===== config.mk =====
export PLATFORM = sky130hd
export DESIGN_NAME = msu_top
export DESIGN_NICKNAME = d
export VERILOG_FILES = /design/src/rtl/msu_pkg.sv /design/src/rtl/msu_step.sv /design/src/rtl/msu_seq.sv /design/src/rtl/msu_top.sv
export SDC_FILE = /design/constraint.sdc
export NUM_CORES = 1
export LEC_CHECK = 0
export BUFFER_PORTS_ARGS = -buffer_cell sky130_fd_sc_hd__clkbuf_2
export CORE_MARGIN = 2
export CORE_UTILIZATION = 30
export CTS_CLUSTER_DIAMETER = 50
export DETAILED_ROUTE_END_ITERATION = 8
export HOLD_SLACK_MARGIN = 0.08
export PLACE_DENSITY = 0.6
export SYNTH_ARGS = -nofsm -noshare
export SYNTH_HDL_FRONTEND = slang
export SYNTH_SLANG_ARGS = --single-unit

===== constraint.sdc =====
create_clock -name clk -period 5.8 [get_ports clk]
set_clock_uncertainty 0.1 [all_clocks]
set_input_delay 0.29 -clock clk [delete_from_list [all_inputs] [get_ports clk]]
set_output_delay 0.29 -clock clk [all_outputs]
set_load 0.01 [all_outputs]

===== src/rtl/msu_pkg.sv =====
package msu_pkg;
  localparam int MSU_W = 32;

  typedef logic [MSU_W-1:0] word_t;

  typedef struct packed {
    logic n;
    logic z;
    logic v;
    logic c;
  } flags_t;

  typedef struct packed {
    word_t  sum;
    flags_t fl;
  } add_res_t;

  // Halve the partial product, inserting the true sign of the last sum.
  function automatic word_t shift_in(input word_t pp, input flags_t fl);
    return {fl.n ^ fl.v, pp[MSU_W-1:1]};
  endfunction

  // Add two words and rebuild every flag from the result.
  function automatic add_res_t add_flags(input word_t a, input word_t b);
    add_res_t r;
    logic [MSU_W:0] wide;
    wide   = {1'b0, a} + {1'b0, b};
    r.sum  = wide[MSU_W-1:0];
    r.fl.n = wide[MSU_W-1];
    r.fl.z = (wide[MSU_W-1:0] == '0);
    r.fl.c = wide[MSU_W];
    r.fl.v = (a[MSU_W-1] == b[MSU_W-1]) && (wide[MSU_W-1] != a[MSU_W-1]);
    return r;
  endfunction
endpackage


===== src/rtl/msu_step.sv =====
module msu_step
  import msu_pkg::*;
(
  input  word_t  pp,
  input  word_t  y,
  input  word_t  mcand,
  input  flags_t fl,
  input  logic   zero_add,
  output word_t  shifted,
  output word_t  addend,
  output word_t  pp_next,
  output word_t  y_next,
  output flags_t fl_next
);
  add_res_t res;

  always_comb begin
    shifted = shift_in(pp, fl);
    addend  = (y[0] && !zero_add) ? mcand : '0;
    res     = add_flags(shifted, addend);
    pp_next = res.sum;
    fl_next = res.fl;
    y_next  = {pp[0], y[MSU_W-1:1]};
  end
endmodule


===== src/rtl/msu_seq.sv =====
module msu_seq #(
  parameter int STEPS = 32
) (
  input  logic clk,
  input  logic rst_n,
  input  logic start,
  output logic load,
  output logic busy,
  output logic last
);
  localparam int CW = $clog2(STEPS + 1);
  localparam logic [CW-1:0] LAST_IDX = CW'(STEPS);

  logic [CW-1:0] cnt_q;
  logic          busy_q;

  assign load = start && !busy_q;
  assign busy = busy_q;
  assign last = busy_q && (cnt_q == LAST_IDX);

  always_ff @(posedge clk) begin
    if (!rst_n) begin
      busy_q <= 1'b0;
      cnt_q  <= '0;
    end else if (load) begin
      busy_q <= 1'b1;
      cnt_q  <= '0;
    end else if (busy_q) begin
      if (last) busy_q <= 1'b0;
      else      cnt_q  <= cnt_q + 1'b1;
    end
  end
endmodule


===== src/rtl/msu_top.sv =====
module msu_top
  import msu_pkg::*;
(
  input  logic                 clk,
  input  logic                 rst_n,
  input  logic                 start,
  input  logic [MSU_W-1:0]     multiplicand,
  input  logic [MSU_W-1:0]     multiplier,
  output logic [2*MSU_W-1:0]   product,
  output logic                 done
);
  logic   load, busy, last;
  word_t  pp_q, y_q, mcand_q, mplier_q;
  flags_t fl_q;
  word_t  shifted, addend, pp_next, y_next, hi_fixed;
  flags_t fl_next;
  logic [2*MSU_W-1:0] product_q;
  logic   done_q;

  msu_seq #(.STEPS(MSU_W)) u_seq (
    .clk(clk), .rst_n(rst_n), .start(start),
    .load(load), .busy(busy), .last(last)
  );

  msu_step u_step (
    .pp(pp_q), .y(y_q), .mcand(mcand_q), .fl(fl_q), .zero_add(last),
    .shifted(shifted), .addend(addend), .pp_next(pp_next),
    .y_next(y_next), .fl_next(fl_next)
  );

  // Steps treat the multiplicand as signed; restore the unsigned weight.
  assign hi_fixed = pp_next + (mcand_q[MSU_W-1] ? mplier_q : '0);

  always_ff @(posedge clk) begin
    if (!rst_n) begin
      pp_q      <= '0;
      y_q       <= '0;
      fl_q      <= '0;
      mcand_q   <= '0;
      mplier_q  <= '0;
      product_q <= '0;
      done_q    <= 1'b0;
    end else begin
      done_q <= last;
      if (load) begin
        pp_q     <= '0;
        y_q      <= multiplier;
        fl_q     <= '0;
        mcand_q  <= multiplicand;
        mplier_q <= multiplier;
      end else if (busy) begin
        pp_q <= pp_next;
        y_q  <= y_next;
        fl_q <= fl_next;
        if (last) product_q <= {hi_fixed, y_next};
      end
    end
  end

  assign product = product_q;
  assign done    = done_q;
endmodule


# After elaboration in Yosys (flattened, before gate mapping)

Index checks and enable logic that the tools add are counted.

Add/sub/neg operators: 3
Multiply operators: 0
Div/mod/pow operators: 0
Magnitude comparators: 0
Eq/ne operators: 3
Shifts and indexed selects: 0
Multiplexer cells: 7
Bitwise operators: 4
Reduce and logical (&&, ||, !) cells: 10

Operators by type and width:

| cell                  | count |
|---|---|
| $mux W32              | 4 |
| $add A32 B32 Y32      | 2 |
| $add A6 B1 Y6 const B | 1 |
| $eq A6 B6 Y1 const B  | 1 |
| $logic_and A1 B1 Y1   | 4 |
| $mux W1               | 3 |
| $not A1 Y1            | 3 |
| $reduce_and A3 Y1     | 1 |
| $logic_not A1 Y1      | 2 |
| $reduce_and A2 Y1     | 1 |
| $reduce_bool A2 Y1    | 1 |
| $reduce_or A2 Y1      | 1 |
| $eq A1 B1 Y1          | 1 |
| $ne A1 B1 Y1          | 1 |
| $xor A1 B1 Y1         | 1 |

Register bits after elaboration: 202
Latch bits: 0
RAM bits: 0
Memory bits (read-only): 0
Bits of input ports: 67
Output and inout bits: 65
Memories kept: 0

# Logic depth before layout (Yosys ltp)

Depth after elaboration: 8
Depth in mapped cells: 26
Mapped depth without buffers: 24

# By module

A second synthesis with hierarchy kept.

Cells, all modules: 1475
Area, all modules: 12116.6 µm²

By module, submodules not included:

| module   | times used | cells each | area each (µm²) | seq. area each (µm²) |
|---|---|---|---|---|
| msu_top  | 1          | 1059       | 9111.2          | 3943.8 |
| msu_step | 1          | 371        | 2622.5          | 0.0 |
| msu_seq  | 1          | 45         | 382.9           | 140.1 |

# Worst setup path before layout

Ideal clock, no wire load.

Kind: flip-flop to flip-flop
Start point: register u_seq.cnt_q[2]
End point: register product_q[63] (netlist: product[63])
Setup time: 0.133 ns
Data arrival time: 5.360 ns
Required time: 5.567 ns
Setup slack: 0.207 ns
Stages on the path, launching flop included: 26
Cells stage by stage: dfxtp_1 -> nor4b_1 -> nand3_1 -> clkbuf_1 -> clkbuf_1 -> and3_1 -> fa_1 -> a21oi_1 -> o21ai_0 -> a2111oi_2 -> o21ai_0 -> a21oi_1 -> o21ai_0 -> a31oi_1 -> xnor2_1 -> ha_1 -> clkbuf_1 -> a21o_1 -> a21o_1 -> a21oi_1 -> o21ai_0 -> a31oi_1 -> o21ai_0 -> a31oi_1 -> xnor2_1 -> a21oi_1

Word-level cells in the longest chain between the ends: 7

Ends and longest elaborated chain:

| what                   | line           | source |
|---|---|---|
| from (decl)            | msu_seq.sv:14  | `logic [CW-1:0] cnt_q;` |
| from (signal assigned) | msu_seq.sv:30  | `else cnt_q <= cnt_q + 1'b1;` |
| $eq A6 B6 Y1           | msu_seq.sv:19  | `assign last = busy_q && (cnt_q == LAST_IDX);` |
| $logic_and A1 B1 Y1    | msu_seq.sv:19  |  |
| $logic_not A1 Y1       | msu_step.sv:19 | `addend = (y[0] && !zero_add) ? mcand : '0;` |
| $logic_and A1 B1 Y1    | msu_step.sv:19 |  |
| $mux W32               | msu_step.sv:19 |  |
| $add A32 B32 Y32       | msu_pkg.sv:27  | `wide = {1'b0, a} + {1'b0, b};` |
| named net pp_next[18]  | msu_top.sv:15  | `word_t shifted, addend, pp_next, y_next, hi_fixed;` |
| $add A32 B32 Y32       | msu_top.sv:32  | `assign hi_fixed = pp_next + (mcand_q[MSU_W-1] ? mplier_q : '0);` |
| to (signal assigned)   | msu_top.sv:55  | `if (last) product_q <= {hi_fixed, y_next};` |
| to (decl)              | msu_top.sv:17  | `logic [2*MSU_W-1:0] product_q;` |

The timed path passes the listed nets, and every way through them passes these cells.
A chain may end at the register's enable or synchronous reset.

# Final worst setup path

Start point: register u_seq.cnt_q[2]
End point: register product_q[59] (netlist: product[59])

Same word-level chain as after synthesis.

==> metrics.csv <==
stage;metric;value;unit
yosys;synth.distinct_cells;72;
worst_setup_path;crit_fanout;7;
die;die_area;39220;µm²
placed_design;place.port_buffers;131;
pwr;p_per_area;248.9;nW/µm²
worst_setup_path;setup.worst_path.class;register to register;
worst_setup_path;path_buf_inv;2;
worst_setup_path;ff2ff_path_depth;25;
flow_run;cap_viol_max_count;0;
die;fp.dieH;198.0;µm
sta;worst_pin_slew;0.8683;ns
cts;htree_levels;1;
die;rows;71;
yosys;synthCells;1376;
worst_setup_path;worstSetupPathDepth;25;
cts;cts-root-buf;clkbuf_16;
yosys;synth_area_leaders;dfxtp_1, nand2_1, ha_1;
die;die_x;198.0;µm
route;num_vias;10025;
sta;clock.fmax;0.1810;GHz
layout;diodes;0;
worst_setup_path;cp-endpoint;product[59];
worst_setup_path;cp-end-kind;register;
yosys;synth_top_flop_cell;dfxtp_1;
yosys;ys_seq_area_share;35.63;%
yosys;synth_area_leader_cell;dfxtp_1;
route;route.detailed.drc;0;
grt;grt_overflow;0;
worst_setup_path;r2r_slack;0.28;ns
worst_setup_path;rr_startpoint;u_seq.cnt_q[2];
route;via_per_inst;4.820;
route;met1_length;14.21;mm
layout;final_common_cell;nand2_1;
die;ios;132;
worst_setup_path;timing.rr.end;product[59];
placed_design;dp_hpwl;22.81;mm
cts;clkSinkCount;201;
grt;grt_antenna_before_repair;0;
layout;stdcell_count;2080;
worst_setup_path;cp-startpoint;u_seq.cnt_q[2];
worst_setup_path;cp.required;6.12;ns
route;highest_layer;met4;
worst_setup_path;start_kind;register;
sta;setup_viol;0;
route;drtIter0Drc;534;
die;start_util;30.20;%
pwr;power;3.525;mW
yosys;synth_area;11290;µm²
sta;min_period;5.524;ns
layout;drive_gt1_share;14.98;%
yosys;async_reset_ff_share;0;%
sta;max_slew_margin;42.11;%
min_path;min_path_type;input pin to register;
grt;first_global_vias;9643;
grt;grt_max_degree;81;
yosys;synth_edf_count;0;
outcome;status;finished, final reports clean;
yosys;yosysWarnings;0;
cts;cts_buffers;28;
yosys;syn-num-nets;1509;
route;routedWlPerCell;15.22;µm
pwr;ir_worst_vdd;0.1947;mV
worst_setup_path;cpLargestDelayFamily;compound AO/OA/AOI/OAI gates;
route;wl;31.66;mm
placed_design;routabilityCongestion;0.8912;
placed_design;placedCellCount;1965;
layout;layout_common_cells;nand2_1, dfxtp_1, clkbuf_2;
grt;grt_use_total;15.90;%
sta;finalSetupTns;0;ns
worst_setup_path;crit_arrival;5.84;ns
yosys;avgSynthCellArea;8.208;µm²
pwr;p_leak;6.496;nW
route;drtAntennaViolNets;0;
grt;grt_pass1_wl;50.42;mm
cts;clock_latency;0.53;ns
cts;cts.path.max_buffers;3;
route;firstDrtPassIters;5;
route;wl_met2;15.17;mm
yosys;yosysTopAreaCellShare;35.63;%
sta;final_max_slew_viol_count;0;
die;coreArea;37400;µm²
cts;cts_tree;yes;
route;wl_met3;1.535;mm
sta;rsz0062_at_grt;false;
layout;syn2layout_area_growth;25.41;%
sta;period_share;95.25;%
cts;path_clk_slew;0.06;ns
yosys;ys_ff_latch;201;
layout;finalNetCount;1683;
worst_setup_path;slowest_stage;fa_1;
worst_setup_path;slowest_delay;0.41;ns
sta;hold_viol;0;
-- per-layer routing --
| layer | track usage, % | vias up |
|---|---|---|
| met5 | 0 | - |
| met4 | 4.177 | 0 |
| met3 | 2.981 | 47 |
| met2 | 27.61 | 176 |
| met1 | 20.17 | 4652 |
| li1 | - | 5150 |
-- cells in the mapped netlist (all sizes together), types with 23 or more instances --
cell type,instances
nand3,24
o21ai,47
a21oi,57
xnor2,34
and3,35
inv,28
mux2i,52
a21o,23
a21boi,103
o211a,37
nor2,70
clkbuf,65
ha,64
nand2,306
and2,51
dfxtp,201
-- timing repair --
item | CTS | global route
hold buffers | 64 | 0
buffers inserted | 0 | 2
hold endpoints to repair | 96 | 0
setup endpoints to repair | 2 | 12
resized for setup | 2 | 7
pin swaps | 1 | 6
-- area by class of cell --
cell class / instances / area, µm²
Fill cell: 3861 / 23230
Multi-Input combinational cell: 1068 / 6932
Sequential cell: 201 / 4025
Timing Repair Buffer: 223 / 1509
Clock buffer: 33 / 760.7
Tap cell: 511 / 639.4
Clock inverter: 16 / 193.9
Inverter: 28 / 105.1
-- worst min-delay path by stage --
stage	endpoint	depth (start not counted)	start
floorplan	mcand_q[0]	2	multiplicand[0]
global placement	mplier_q[0]	2	mplier_q[0]
CTS	mcand_q[20]	2	rst_n
detailed placement	mcand_q[11]	2	mcand_q[11]
finish	mcand_q[21]	2	rst_n
global route	mcand_q[21]	2	rst_n
-- sequential cells by signal (all words and copies together) (netlist names) --
register / cells
u_seq.busy: 1
done: 1
u_seq.cnt_q: 6
y_q: 32
fl_q: 1
pp_q: 32
mcand_q: 32
product: 64
mplier_q: 32
-- kinds of logic (layout without fill, tap and decap cells) --
kind of cell	Yosys count	in the layout	share of synthesized area (%)
xor+xnor	56	56	4.464
compound gates	345	345	22.08
flops	201	201	35.63
buf+inv	107	300	3.633
fa+ha+maj	66	66	7.444
mux	52	52	4.608
simple gates	549	549	22.14
-- report_power, final --
part	switching (mW)	internal, mW	total [mW]
registers	0.0340	1.43	1.47
clock network	0.662	1.08	1.74
logic	0.175	0.142	0.317
total	0.871	2.65	3.52
-- through the flow --
| step | util (%) | instance area [µm²] | hold WS, ns | setup WS, ns |
|---|---|---|---|---|
| 2_1_floorplan | - | 11290 | 0.3349 | 0.2068 |
| 3_3_place_gp | 33.46 | 12510 | 0.3491 | 0.05152 |
| 3_5_place_dp | 33.46 | 12510 | 0.3532 | 0.02331 |
| 4_1_cts | 37.75 | 14120 | 0.09626 | 0.01214 |
| 5_1_grt | 37.87 | 14160 | 0.09911 | 0.01237 |
| 6_report | 37.87 | 14160 | 0.1007 | 0.2758 |
-- worst reg2reg max path: cells and delay by family (launching register included) --
family / cells / cell delay (ns)
fa+ha+maj: 3 / 0.99
compound gates: 14 / 2.57
buf+inv: 2 / 0.35
flops: 1 / 0.32
xor+xnor: 2 / 0.34
simple gates: 4 / 0.77
(Power assumes the default switching activity.)
